<file path="config.mk">
export PLATFORM = sky130hd
export DESIGN_NAME = wdog_timer
export DESIGN_NICKNAME = d
export VERILOG_FILES = /design/src/rtl/wdog_pkg.sv /design/src/rtl/wdog_regs.sv /design/src/rtl/wdog_tick_gen.sv /design/src/rtl/wdog_counter.sv /design/src/rtl/wdog_event.sv /design/src/rtl/wdog_timer.sv
export SDC_FILE = /design/constraint.sdc
export NUM_CORES = 1
export LEC_CHECK = 0
export ABC_AREA = 1
export BUFFER_PORTS_ARGS = -buffer_cell sky130_fd_sc_hd__buf_2
export CORE_MARGIN = 1
export CORE_UTILIZATION = 41
export CTS_CLUSTER_DIAMETER = 150
export CTS_CLUSTER_SIZE = 40
export DETAILED_ROUTE_END_ITERATION = 12
export GPL_ROUTABILITY_DRIVEN = 0
export SLEW_MARGIN = 5
export SYNTH_ARGS = -nofsm -noshare
export SYNTH_HDL_FRONTEND = slang
export SYNTH_HIERARCHICAL = 1
export SYNTH_SLANG_ARGS = --single-unit
</file>
<file path="constraint.sdc">
create_clock -name clk -period 3 [get_ports clk]
set_input_delay 0.15 -clock clk [delete_from_list [all_inputs] [get_ports clk]]
set_output_delay 0.15 -clock clk [all_outputs]
set_load 0.01 [all_outputs]
</file>
<file path="src/rtl/wdog_pkg.sv">
package wdog_pkg;
  localparam int BUS_W = 32;
  localparam int PRE_W = 8;
  localparam int SEL_W = 2;

  localparam int OFS_CTRL   = 0;
  localparam int OFS_RELOAD = 4;
  localparam int OFS_COUNT  = 8;

  localparam int BIT_EN    = 0;
  localparam int BIT_RSTEN = 1;
  localparam int BIT_IRQEN = 2;
  localparam int SEL_LSB   = 4;
  localparam int PRE_LSB   = 8;

  typedef struct packed {
    logic [PRE_W-1:0] prescale;
    logic [SEL_W-1:0] div_sel;
    logic             irq_en;
    logic             rst_en;
    logic             en;
  } wdog_ctrl_t;

  function automatic wdog_ctrl_t ctrl_from_bus(input logic [BUS_W-1:0] w);
    wdog_ctrl_t c;
    c.en       = w[BIT_EN];
    c.rst_en   = w[BIT_RSTEN];
    c.irq_en   = w[BIT_IRQEN];
    c.div_sel  = w[SEL_LSB +: SEL_W];
    c.prescale = w[PRE_LSB +: PRE_W];
    return c;
  endfunction

  function automatic logic [BUS_W-1:0] ctrl_to_bus(input wdog_ctrl_t c);
    logic [BUS_W-1:0] r;
    r = '0;
    r[BIT_EN]              = c.en;
    r[BIT_RSTEN]           = c.rst_en;
    r[BIT_IRQEN]           = c.irq_en;
    r[SEL_LSB +: SEL_W]    = c.div_sel;
    r[PRE_LSB +: PRE_W]    = c.prescale;
    return r;
  endfunction
endpackage

</file>
<file path="src/rtl/wdog_regs.sv">
module wdog_regs
  import wdog_pkg::*;
#(
  parameter int ADDR_W = 4,
  parameter int CNT_W  = 16,
  parameter logic [CNT_W-1:0] RESET_CNT = 16'h8000
) (
  input  logic              clk,
  input  logic              rst_n,
  input  logic              we,
  input  logic [ADDR_W-1:0] addr,
  input  logic [BUS_W-1:0]  wdata,
  input  logic [CNT_W-1:0]  live_count,
  output wdog_ctrl_t        ctrl,
  output logic [CNT_W-1:0]  reload_val,
  output logic              cnt_load,
  output logic [CNT_W-1:0]  cnt_load_val,
  output logic [BUS_W-1:0]  rdata
);
  logic hit_ctrl, hit_reload, hit_count;
  wdog_ctrl_t       ctrl_q;
  logic [CNT_W-1:0] reload_q;

  assign hit_ctrl   = (addr == ADDR_W'(OFS_CTRL));
  assign hit_reload = (addr == ADDR_W'(OFS_RELOAD));
  assign hit_count  = (addr == ADDR_W'(OFS_COUNT));

  always_ff @(posedge clk) begin
    if (!rst_n) begin
      ctrl_q   <= '0;
      reload_q <= RESET_CNT;
    end else if (we) begin
      if (hit_ctrl)   ctrl_q   <= ctrl_from_bus(wdata);
      if (hit_reload) reload_q <= wdata[CNT_W-1:0];
    end
  end

  assign ctrl         = ctrl_q;
  assign reload_val   = reload_q;
  assign cnt_load     = we && hit_count;
  assign cnt_load_val = wdata[CNT_W-1:0];

  always_comb begin
    rdata = '0;
    if (hit_ctrl)        rdata = ctrl_to_bus(ctrl_q);
    else if (hit_reload) rdata = BUS_W'(reload_q);
    else if (hit_count)  rdata = BUS_W'(live_count);
  end
endmodule

</file>
<file path="src/rtl/wdog_tick_gen.sv">
module wdog_tick_gen
  import wdog_pkg::*;
#(
  parameter int BASE_DIV_LOG2 = 4
) (
  input  logic             clk,
  input  logic             rst_n,
  input  logic             run,
  input  logic             restart,
  input  logic [PRE_W-1:0] prescale,
  input  logic [SEL_W-1:0] div_sel,
  output logic             tick
);
  localparam int DIV_W = BASE_DIV_LOG2 + (1 << SEL_W) - 1;

  logic [PRE_W-1:0] pre_q;
  logic [DIV_W-1:0] div_q;
  logic [DIV_W:0]   div_len;
  logic [DIV_W-1:0] div_last;
  logic             pre_wrap, div_wrap;

  assign div_len  = (DIV_W+1)'(1) << (BASE_DIV_LOG2 + int'(div_sel));
  assign div_last = DIV_W'(div_len - (DIV_W+1)'(1));

  // >= keeps a shrinking field from wrapping through the full range
  assign pre_wrap = (pre_q >= prescale);
  assign div_wrap = (div_q >= div_last);
  assign tick     = run && pre_wrap && div_wrap;

  always_ff @(posedge clk) begin
    if (!rst_n || !run || restart) begin
      pre_q <= '0;
      div_q <= '0;
    end else if (pre_wrap) begin
      pre_q <= '0;
      if (div_wrap) div_q <= '0;
      else          div_q <= div_q + DIV_W'(1);
    end else begin
      pre_q <= pre_q + PRE_W'(1);
    end
  end
endmodule

</file>
<file path="src/rtl/wdog_counter.sv">
module wdog_counter #(
  parameter int CNT_W = 16,
  parameter logic [CNT_W-1:0] RESET_CNT = 16'h8000
) (
  input  logic             clk,
  input  logic             rst_n,
  input  logic             tick,
  input  logic             load,
  input  logic [CNT_W-1:0] load_val,
  input  logic [CNT_W-1:0] reload_val,
  output logic [CNT_W-1:0] count,
  output logic             expire
);
  logic [CNT_W-1:0] count_q;

  assign expire = tick && !load && (count_q == '0);

  always_ff @(posedge clk) begin
    if (!rst_n)                 count_q <= RESET_CNT;
    else if (load)              count_q <= load_val;
    else if (tick) begin
      if (count_q == '0)        count_q <= reload_val;
      else                      count_q <= count_q - CNT_W'(1);
    end
  end

  assign count = count_q;
endmodule

</file>
<file path="src/rtl/wdog_event.sv">
module wdog_event #(
  parameter int RST_LEN = 128
) (
  input  logic clk,
  input  logic rst_n,
  input  logic expire,
  input  logic irq_en,
  input  logic rst_en,
  output logic irq,
  output logic reset_req
);
  logic irq_q;
  logic fire_rst;

  assign fire_rst = expire && rst_en;

  always_ff @(posedge clk) begin
    if (!rst_n) irq_q <= 1'b0;
    else        irq_q <= expire && irq_en;
  end
  assign irq = irq_q;

  generate
    if (RST_LEN <= 1) begin : g_rst_flop
      logic rst_q;
      always_ff @(posedge clk) begin
        if (!rst_n) rst_q <= 1'b0;
        else        rst_q <= fire_rst;
      end
      assign reset_req = rst_q;
    end else begin : g_rst_stretch
      localparam int RW = $clog2(RST_LEN + 1);
      logic [RW-1:0] left_q;
      always_ff @(posedge clk) begin
        if (!rst_n)              left_q <= '0;
        else if (fire_rst)       left_q <= RW'(RST_LEN);
        else if (left_q != '0)   left_q <= left_q - RW'(1);
      end
      assign reset_req = (left_q != '0);
    end
  endgenerate
endmodule

</file>
<file path="src/rtl/wdog_timer.sv">
module wdog_timer
  import wdog_pkg::*;
#(
  parameter int ADDR_W        = 4,
  parameter int CNT_W         = 16,
  parameter int BASE_DIV_LOG2 = 4,
  parameter int RST_LEN       = 128,
  parameter logic [CNT_W-1:0] RESET_CNT = 16'h8000
) (
  input  logic              clk,
  input  logic              rst_n,
  input  logic              bus_we,
  input  logic [ADDR_W-1:0] bus_addr,
  input  logic [31:0]       bus_wdata,
  output logic [31:0]       bus_rdata,
  output logic              wdog_irq,
  output logic              reset_req
);
  wdog_ctrl_t       ctl;
  logic [CNT_W-1:0] reload_val, live_count, load_val;
  logic             cnt_load, tick, expire;
  logic             ctl_en, ctl_rst_en, ctl_irq_en;

  assign ctl_en     = ctl.en;
  assign ctl_rst_en = ctl.rst_en;
  assign ctl_irq_en = ctl.irq_en;

  wdog_regs #(.ADDR_W(ADDR_W), .CNT_W(CNT_W), .RESET_CNT(RESET_CNT)) u_regs (
    .clk(clk), .rst_n(rst_n), .we(bus_we), .addr(bus_addr), .wdata(bus_wdata),
    .live_count(live_count), .ctrl(ctl), .reload_val(reload_val),
    .cnt_load(cnt_load), .cnt_load_val(load_val), .rdata(bus_rdata)
  );

  wdog_tick_gen #(.BASE_DIV_LOG2(BASE_DIV_LOG2)) u_tick (
    .clk(clk), .rst_n(rst_n), .run(ctl_en), .restart(cnt_load),
    .prescale(ctl.prescale), .div_sel(ctl.div_sel), .tick(tick)
  );

  wdog_counter #(.CNT_W(CNT_W), .RESET_CNT(RESET_CNT)) u_cnt (
    .clk(clk), .rst_n(rst_n), .tick(tick), .load(cnt_load),
    .load_val(load_val), .reload_val(reload_val),
    .count(live_count), .expire(expire)
  );

  wdog_event #(.RST_LEN(RST_LEN)) u_evt (
    .clk(clk), .rst_n(rst_n), .expire(expire), .irq_en(ctl_irq_en),
    .rst_en(ctl_rst_en), .irq(wdog_irq), .reset_req(reset_req)
  );
endmodule

</file>
==> flow_summary.ini, run 1 <==
[sta]
fin_crit_sh = 0.851
hold_slack_ps = 117
rsz0062_at_grt = no
max_freq_mhz = 392
fin_skew_ps = 4.74
worst_pin_slew_ps = 687
drv_slew = 0
timing.slew.headroom = 0.541
final_hold_viol_count = 0
setup_viol_count_final = 0
setup_tns_ps = 0
period_minus_slack_ps = 2550

[final_layout]
antennaDiodeCount = 0
final_layout_size_suffix_gt1_frac = 0.137
multi_input_area_um2 = 2780
final_nets = 861
seq_area_um2 = 1380
syn_to_final_growth_pct = 8.05
n_fill_cell = 1264

[setup_path]
worstRegToRegCells = 17
regToRegSetupSlack_ps = 450
path_class = reg -> reg
r2r_start = u_regs/ctrl[6]
worstReg2RegEnd = u_evt/g_rst_stretch.left_q[6]
crit_fanout = 9
worst_ep_arrival_time_ps = 2770
crit_path_start_kind = register
cp-end-kind = register
crit_required_ps = 3220

[worst_hold_path]
hold_end = u_cnt/count[15]
worstHoldPathCells = 3
hp-start = bus_wdata[15]
hold_class = in -> reg

[run_status]
status = finished, final reports clean

[floorplan]
coreArea_um2 = 12000
pin_count = 73
fp.dieH_um = 113
fp.dieArea_um2 = 12800
start_util = 0.421
die_w_um = 113
row_count = 40

[drt]
vias_per_cell = 4.97
drc = 0
wire_per_inst_um = 13.0
dr.pass1.iters = 4
vias = 4761
ant_nets = 0
drtIter0Drc = 336
wirelength_mm = 12.5

[yosys]
yosysWarnings = 6
synth_most_common_cell = nand2_1
synth_ff_type = dfxtp_1
synth.avg_cell_area_um2 = 6.39
syn_area_um2 = 5050
synth_common_cells = 154 x nand2_1, 143 x inv_1, 102 x nand3_1, 82 x nor2_1, 69 x dfxtp_1
async_flop_share = 0
synth_seq_cells = 69
synth_top_cell_area_share = 0.273
synth_cell_type_count = 35
yosys.area.top_type = dfxtp_1
synth.area.top_cells = dfxtp_1 27%, nand2_1 11%, inv_1 11%
seq_area_frac_synth = 0.273
synth_edf_count = 0
syn_inst = 791

[clock_network]
clock-sinks = 69
postCtsSetupBuffers = 0
ctsHoldBuffers = 0
clockBufferDepth = 2
htree_levels = 3
cts_tree = done
clk_pin_slew_ps = 60
clock_latency_ps = 340
cts_inserted_buffers = 9
cts-root-buf = clkbuf_16
cts_resized = 0

[power_and_ir_drop]
powerDensity_nw_per_um2 = 464
peakVddDrop_mv = 0.269
p_leak_nw = 2.65
p_total_mw = 2.53

[global_routing]
grt_max_degree = 39
track_usage = 0.209
overflow = 0
grt_pass1_wl_mm = 21.5
antenna_found_initial = 0
grt_pass1_vias = 4566

[placed_design]
place_hpwl_mm = 8.91
portBuffers = 40

[job]
cap_violations = 0
layer usage:
layer	GRT usage	routed length (um)	part of all wire	up-vias
li1	-	-	-	2481
met1	0.273	5820	0.47	2165
met2	0.350	5940	0.48	100
met3	0.0343	566	0.045	15
met4	0.0763	170	0.014	0
met5	0	0	0	-
worst max-delay path by stage:
stage,start,endpoint,slack (ps),depth (start not counted)
finish,u_regs/ctrl[6],u_evt/g_rst_stretch.left_q[6],450,17
global route,u_regs/ctrl[8],u_evt/g_rst_stretch.left_q[6],210,17
CTS,u_regs/ctrl[7],u_evt/g_rst_stretch.left_q[6],440,17
detailed placement,u_regs/ctrl[7],u_evt/g_rst_stretch.left_q[6],450,17
global placement,u_regs/ctrl[7],u_evt/g_rst_stretch.left_q[6],420,17
floorplan,u_regs/ctrl[8],u_cnt/count[15],840,17
cell usage in the layout, fill, tap and decap left out, drive strengths merged:
| cell type | synthesis | routed |
|---|---|---|
| a21o | 1 | 1 |
| a21oi | 29 | 29 |
| a221oi | 1 | 1 |
| a22oi | 15 | 15 |
| and3 | 1 | 1 |
| buf | 51 | 50 |
| clkbuf | 11 | 10 |
| clkinv | 0 | 4 |
| clkinvlp | 0 | 2 |
| conb | 1 | 16 |
| dfxtp | 69 | 69 |
| ha | 17 | 17 |
| inv | 148 | 148 |
| nand2 | 157 | 157 |
| nand3 | 112 | 112 |
| nand3b | 8 | 8 |
| nand4 | 33 | 33 |
| nor2 | 106 | 106 |
| nor3 | 6 | 6 |
| o21ai | 12 | 12 |
| xnor2 | 6 | 6 |
| xor2 | 7 | 7 |
through the flow:
stage                     cell area (um^2)  setup WS, ps  instances  utilization
after global placement                5180           424        941        0.431
after CTS                             5460           436        957        0.454
final                                 5460           447        957        0.454
after global routing                  5460           212        957        0.454
after detailed placement              5180           454        941        0.431
after floorplan                       5110           836        806            -
cell families (layout without fill, tap and decap cells):
family | count (synthesis) | after routing | share of synthesized area
simple gates | 423 | 423 | 0.406
buf+inv | 210 | 214 | 0.189
compound gates | 58 | 58 | 0.0669
fa+ha+maj | 17 | 17 | 0.0421
xor+xnor | 13 | 13 | 0.0225
other cells | 1 | 16 | 0.000742
flops | 69 | 69 | 0.273
power breakdown:
part / internal (mW) / switching (mW) / total, mW
Combinational: 0.183 / 0.353 / 0.537
Clock: 0.578 / 0.413 / 0.991
Sequential: 0.965 / 0.0416 / 1.01
Total: 1.73 / 0.808 / 2.53
registers in the layout (all words and copies together) (netlist names):
register	cells
u_tick/pre_q	8
u_regs/ctrl	13
u_tick/div_q	7
u_cnt/count	16
u_regs/reload_val	16
u_evt/g_rst_stretch.left_q	8
u_evt/irq	1
critical path: stages (launching register included):
cell	delay, ps
dfxtp_1	390
inv_1	60
ha_1	290
nand2_1	50
nor2_1	80
nor2_1	40
nand2_1	100
nand2_4	90
nand2_4	150
inv_1	50
nor3_1	240
inv_1	120
nor3_1	290
nand2_1	120
nand2_1	120
nor2_1	70
inv_1	120
a21oi_1	60
cell type report:
cell class,instances,share of cell area
Tap cell,147,0.0337
Clock inverter,6,0.00711
Inverter,148,0.103
Sequential cell,69,0.253
Clock buffer,10,0.0438
Multi-Input combinational cell,527,0.509
Timing Repair Buffer,50,0.0504
(Power assumes the default switching activity.)
==> run 2: changes to the inputs <==
--- a/config.mk
+++ b/config.mk
@@ -6,10 +6,10 @@
 export NUM_CORES = 1
 export LEC_CHECK = 0
 export ABC_AREA = 1
-export BUFFER_PORTS_ARGS = -buffer_cell sky130_fd_sc_hd__buf_2
+export ABC_CLOCK_PERIOD_IN_PS = 3000
+export BUFFER_PORTS_ARGS = -buffer_cell sky130_fd_sc_hd__buf_4
 export CORE_MARGIN = 1
 export CORE_UTILIZATION = 41
-export CTS_CLUSTER_DIAMETER = 150
 export CTS_CLUSTER_SIZE = 40
 export DETAILED_ROUTE_END_ITERATION = 12
 export GPL_ROUTABILITY_DRIVEN = 0
==> run 2 against run 1 <==
  * Register-to-register slack worse by 40 ps
  * Worst setup slack worse by 35 ps
  * Maximum frequency down 1.4%
  * Via count about the same
  * Critical path type unchanged
  * Critical endpoint unchanged
==> flow_summary.ini, run 2 (synthesized netlist as in run 1, its figures left out) <==
[run_status]
status = finished, final reports clean

[drt]
vias = 4763
vias_per_cell = 4.98
ant_nets = 0
wirelength_mm = 12.4
wire_per_inst_um = 13.0
dr.pass1.iters = 4
drc = 0
drtIter0Drc = 253

[sta]
setup_tns_ps = 0
final_hold_viol_count = 0
setup_viol_count_final = 0
fin_crit_sh = 0.863
timing.slew.headroom = 0.556
drv_slew = 0
max_freq_mhz = 386
fin_skew_ps = 4.31
worst_pin_slew_ps = 666
rsz0062_at_grt = no
period_minus_slack_ps = 2590

[power_and_ir_drop]
powerDensity_nw_per_um2 = 477
peakVddDrop_mv = 0.266
p_leak_nw = 2.68

[clock_network]
clk_pin_slew_ps = 60
htree_levels = 3
clockBufferDepth = 2
clock_latency_ps = 340
cts_resized = 0
postCtsSetupBuffers = 0
cts_tree = done
ctsHoldBuffers = 0
cts-root-buf = clkbuf_16
clock-sinks = 69
cts_inserted_buffers = 9

[floorplan]
start_util = 0.421
pin_count = 73
die_w_um = 113
coreArea_um2 = 12000
fp.dieArea_um2 = 12800
row_count = 40
fp.dieH_um = 113

[final_layout]
syn_to_final_growth_pct = 10.6
antennaDiodeCount = 0
final_cell_mix = 154 x nand2_1, 143 x inv_1, 102 x nand3_1
final_common_cell = nand2_1
final_cell_area_um2 = 5590
post-route-util = 0.465
final_nets = 860
final_layout_size_suffix_gt1_frac = 0.135

[setup_path]
cp-end-kind = register
crit_required_ps = 3230
path_class = reg -> reg
crit_fanout = 9
worst_ep_arrival_time_ps = 2820
crit_path_start_kind = register

[placed_design]
place_hpwl_mm = 8.98
portBuffers = 40
place_area_um2 = 5270

[worst_hold_path]
hold_class = in -> reg

[global_routing]
track_usage = 0.204
grt_pass1_vias = 4455
antenna_found_initial = 0
overflow = 0
grt_pass1_wl_mm = 20.7
grt_max_degree = 43

[job]
cap_violations = 0
## run 2: changes by cell type in the layout (fill, tap and decap cells not counted), sizes merged
| cell | before | now |
|---|---|---|
| buf | 50 | 49 |
| clkinv | 4 | 1 |
| clkbuf | 10 | 13 |
| bufinv | 0 | 1 |
| clkinvlp | 2 | 1 |
## run 2: worst max-delay path, cell delays in order, from the launching register on
cell     delay [ps]
dfxtp_1         400
inv_1            60
ha_1            270
nand2_1          60
nor2_1          100
nor2_1           50
nand2_1         110
nand2_4          90
nand2_4         140
inv_1            50
nor3_1          250
inv_1           110
nor3_1          320
nand2_1         120
nand2_1         120
nor2_1           70
inv_1           120
a21oi_1          50
## run 2: path summary, 6_finish.rpt
check	from	endpoint	slack (ps)	cells past startpoint
worst max-delay path	u_regs/ctrl[7]	u_evt/g_rst_stretch.left_q[6]	410	17
worst min-delay path	bus_wdata[15]	u_cnt/count[15]	90	3
worst max register to register	u_regs/ctrl[7]	u_evt/g_rst_stretch.left_q[6]	410	17
worst min register to register	u_regs/ctrl[2]	u_evt/irq	460	2
## run 2: metal layers
layer  GRT usage  up-vias  part of all wire
met4      0.0982        0             0.020
met3      0.0364       18             0.045
met1       0.250     2170              0.46
li1            -     2482                 -
met5           0        -                 0
met2       0.347       93              0.48
## run 2: cell type report
type                            count  area, um^2
Fill cell                        1287        6430
Sequential cell                    69        1380
Timing Repair Buffer               49         368
Multi-Input combinational cell    527        2780
Clock buffer                       13         270
Clock inverter                      3        42.5
Inverter                          148         561
Tap cell                          147         184
## run 2: metrics by stage
step	hold WS [ps]	setup slack (ps)	total power, mW	instances
global route	119	123	2.80	956
global placement	427	397	1.56	940
finish	89.8	412	2.66	956
floorplan	282	836	1.46	806
CTS	81.4	397	2.70	956
detailed placement	441	406	1.57	940
## run 2: power breakdown
| group | switching (mW) | internal [mW] | total [mW] |
|---|---|---|---|
| clock network | 0.402 | 0.710 | 1.11 |
| logic | 0.350 | 0.195 | 0.545 |
| registers | 0.0408 | 0.965 | 1.01 |
==> run 3: changes to the inputs <==
--- a/config.mk
+++ b/config.mk
@@ -8,8 +8,9 @@
 export ABC_AREA = 1
 export ABC_CLOCK_PERIOD_IN_PS = 3000
 export BUFFER_PORTS_ARGS = -buffer_cell sky130_fd_sc_hd__buf_4
-export CORE_MARGIN = 1
+export CORE_MARGIN = 3
 export CORE_UTILIZATION = 41
+export CTS_BUF_LIST = sky130_fd_sc_hd__clkbuf_8
 export CTS_CLUSTER_SIZE = 40
 export DETAILED_ROUTE_END_ITERATION = 12
 export GPL_ROUTABILITY_DRIVEN = 0
==> run 3 against run 2 <==
  * Power decreased by 8.3%
  * Global-route usage up 0.16 points
  * Worst hold slack lost 24 ps
  * Critical path depth is the same
  * Largest cell class unchanged
  * Register-to-register slack better by 110 ps
  * Sequential power about the same
  * Clock-buffer cell count is 2 lower
  * Via count is 1.1% higher
  * Clock power fell by 20%
  * Flip-flop and latch count stayed put
  * Final cell count shrank 0.42%
  * Worst setup slack gained 110 ps
==> flow_summary.ini, run 3 (synthesized netlist as in run 1, its figures left out) <==
[setup_path]
cp_num_buf_inv = 4
crit_path_start_kind = register
path_class = reg -> reg
r2r_start = u_regs/ctrl[7]
crit_slowest_cell = dfxtp_1
cp-startpoint = u_regs/ctrl[7]
cp.depth = 17
path_delay_family = simple AND/OR/NAND/NOR gates
crit_required_ps = 3260
worstRegToRegCells = 17
slowest_delay_ps = 370
cp-end-kind = register
worst_ep_arrival_time_ps = 2730
path_cells = inv_1, ha_1, nand2_1, nor2_1, nor2_1, nand2_1, nand2_4, nand2_4, inv_1, nor3_1, inv_1, nor3_1, nand2_1, nand2_1, nor2_1, inv_1, a21oi_1
crit_fanout = 9

[floorplan]
start_util = 0.431
die_w_um = 117
fp.dieArea_um2 = 13700
fp.dieH_um = 117
coreArea_um2 = 11700
pin_count = 73
row_count = 39

[clock_network]
cts_tree = done
clockBufferDepth = 2
cts_inserted_buffers = 9
ctsHoldBuffers = 0
htree_levels = 3
clock-sinks = 69
clock_latency_ps = 370
postCtsSetupBuffers = 0
cts_resized = 0
cts-root-buf = clkbuf_8
clk_pin_slew_ps = 80

[drt]
dr.pass1.iters = 5
wirelength_mm = 13.0
vias_per_cell = 5.06
drc = 0
ant_nets = 0
wire_per_inst_um = 13.7
drtIter0Drc = 295
vias = 4815

[final_layout]
final_cell_mix = 154 x nand2_1, 145 x inv_1, 102 x nand3_1
stdcell_count = 952
antennaDiodeCount = 0
final_cell_area_um2 = 5490
syn_to_final_growth_pct = 8.77
final_layout_size_suffix_gt1_frac = 0.133
final_common_cell = nand2_1
final_nets = 860
post-route-util = 0.469

[worst_hold_path]
hold_class = in -> reg
worstHoldPathCells = 3
hp-start = bus_wdata[15]

[power_and_ir_drop]
p_clk_frac = 0.364
powerDensity_nw_per_um2 = 444
peakVddDrop_mv = 0.286
switching_share = 0.317
combPwrFrac = 0.225
power_frac_seq = 0.411
p_int_mw = 1.67
p_leak_nw = 2.65
power.switching_mw = 0.774

[global_routing]
met1_usage = 0.266
gr-max-usage-layer = met2
antenna_found_initial = 0
met2_usage = 0.335
track_usage = 0.206
overflow = 0
grt_max_degree = 39
met3_usage = 0.0411
grt_pass1_wl_mm = 22.3
grt_pass1_vias = 4736

[job]
cap_violations = 0

[placed_design]
pre_cts_ws_ps = 504
placed_cells = 936
place_hpwl_mm = 9.23
place_area_um2 = 5270
portBuffers = 40

[sta]
fin_crit_sh = 0.825
fin_ws_ps = 524
fin_skew_ps = 12.5
setup_tns_ps = 0
final_hold_viol_count = 0
drv_slew = 0
max_freq_mhz = 404
rsz0062_at_grt = no
worst_pin_slew_ps = 732
setup_viol_count_final = 0
timing.slew.headroom = 0.511
period_minus_slack_ps = 2480

[run_status]
status = finished, final reports clean
[run 3: power by group through the flow]
stage | Clock, mW | Sequential (mW) | Combinational, mW
finish | 0.887 | 1.00 | 0.550
CTS | 0.915 | 1.00 | 0.550
detailed placement | 0 | 1.03 | 0.545
floorplan | 0 | 1.01 | 0.448
global placement | 0 | 1.02 | 0.535
global route | 0.954 | 1.01 | 0.630
[run 3: final cells by class]
class                   instances  area [um^2]
clock buffers                  11          151
flip-flops and latches         69         1380
multi-input cells             527         2780
inverters                     148          561
repair buffers                 49          368
fillers                      1218         6220
clock inverters                 5         75.1
well taps                     143          179
[run 3: per-layer routing]
metal  vias up  part of all wire
met5         -                 0
met4         0             0.026
met3        23             0.060
met2       135              0.45
met1      2181              0.46
li1       2476                 -
[run 3: stage by stage]
| stage | power [mW] | hold WS (ps) |
|---|---|---|
| 2_1_floorplan | 1.46 | 282 |
| 3_3_place_gp | 1.56 | 432 |
| 3_5_place_dp | 1.57 | 434 |
| 4_1_cts | 2.47 | 40.2 |
| 5_1_grt | 2.60 | 94.1 |
| 6_report | 2.44 | 65.6 |
[run 3: path summary, 6_finish.rpt]
path,end,slack [ps]
setup / recovery,u_evt/g_rst_stretch.left_q[6],520
hold reg to reg,u_tick/pre_q[0],470
setup reg to reg,u_evt/g_rst_stretch.left_q[6],520
hold / removal,u_cnt/count[15],70
[run 3: worst register-to-register path: stages (launching register included)]
cell	delay [ps]
dfxtp_1	370
inv_1	70
ha_1	280
nand2_1	60
nor2_1	100
nor2_1	40
nand2_1	110
nand2_4	90
nand2_4	140
inv_1	60
nor3_1	180
inv_1	100
nor3_1	290
nand2_1	120
nand2_1	120
nor2_1	80
inv_1	120
a21oi_1	60
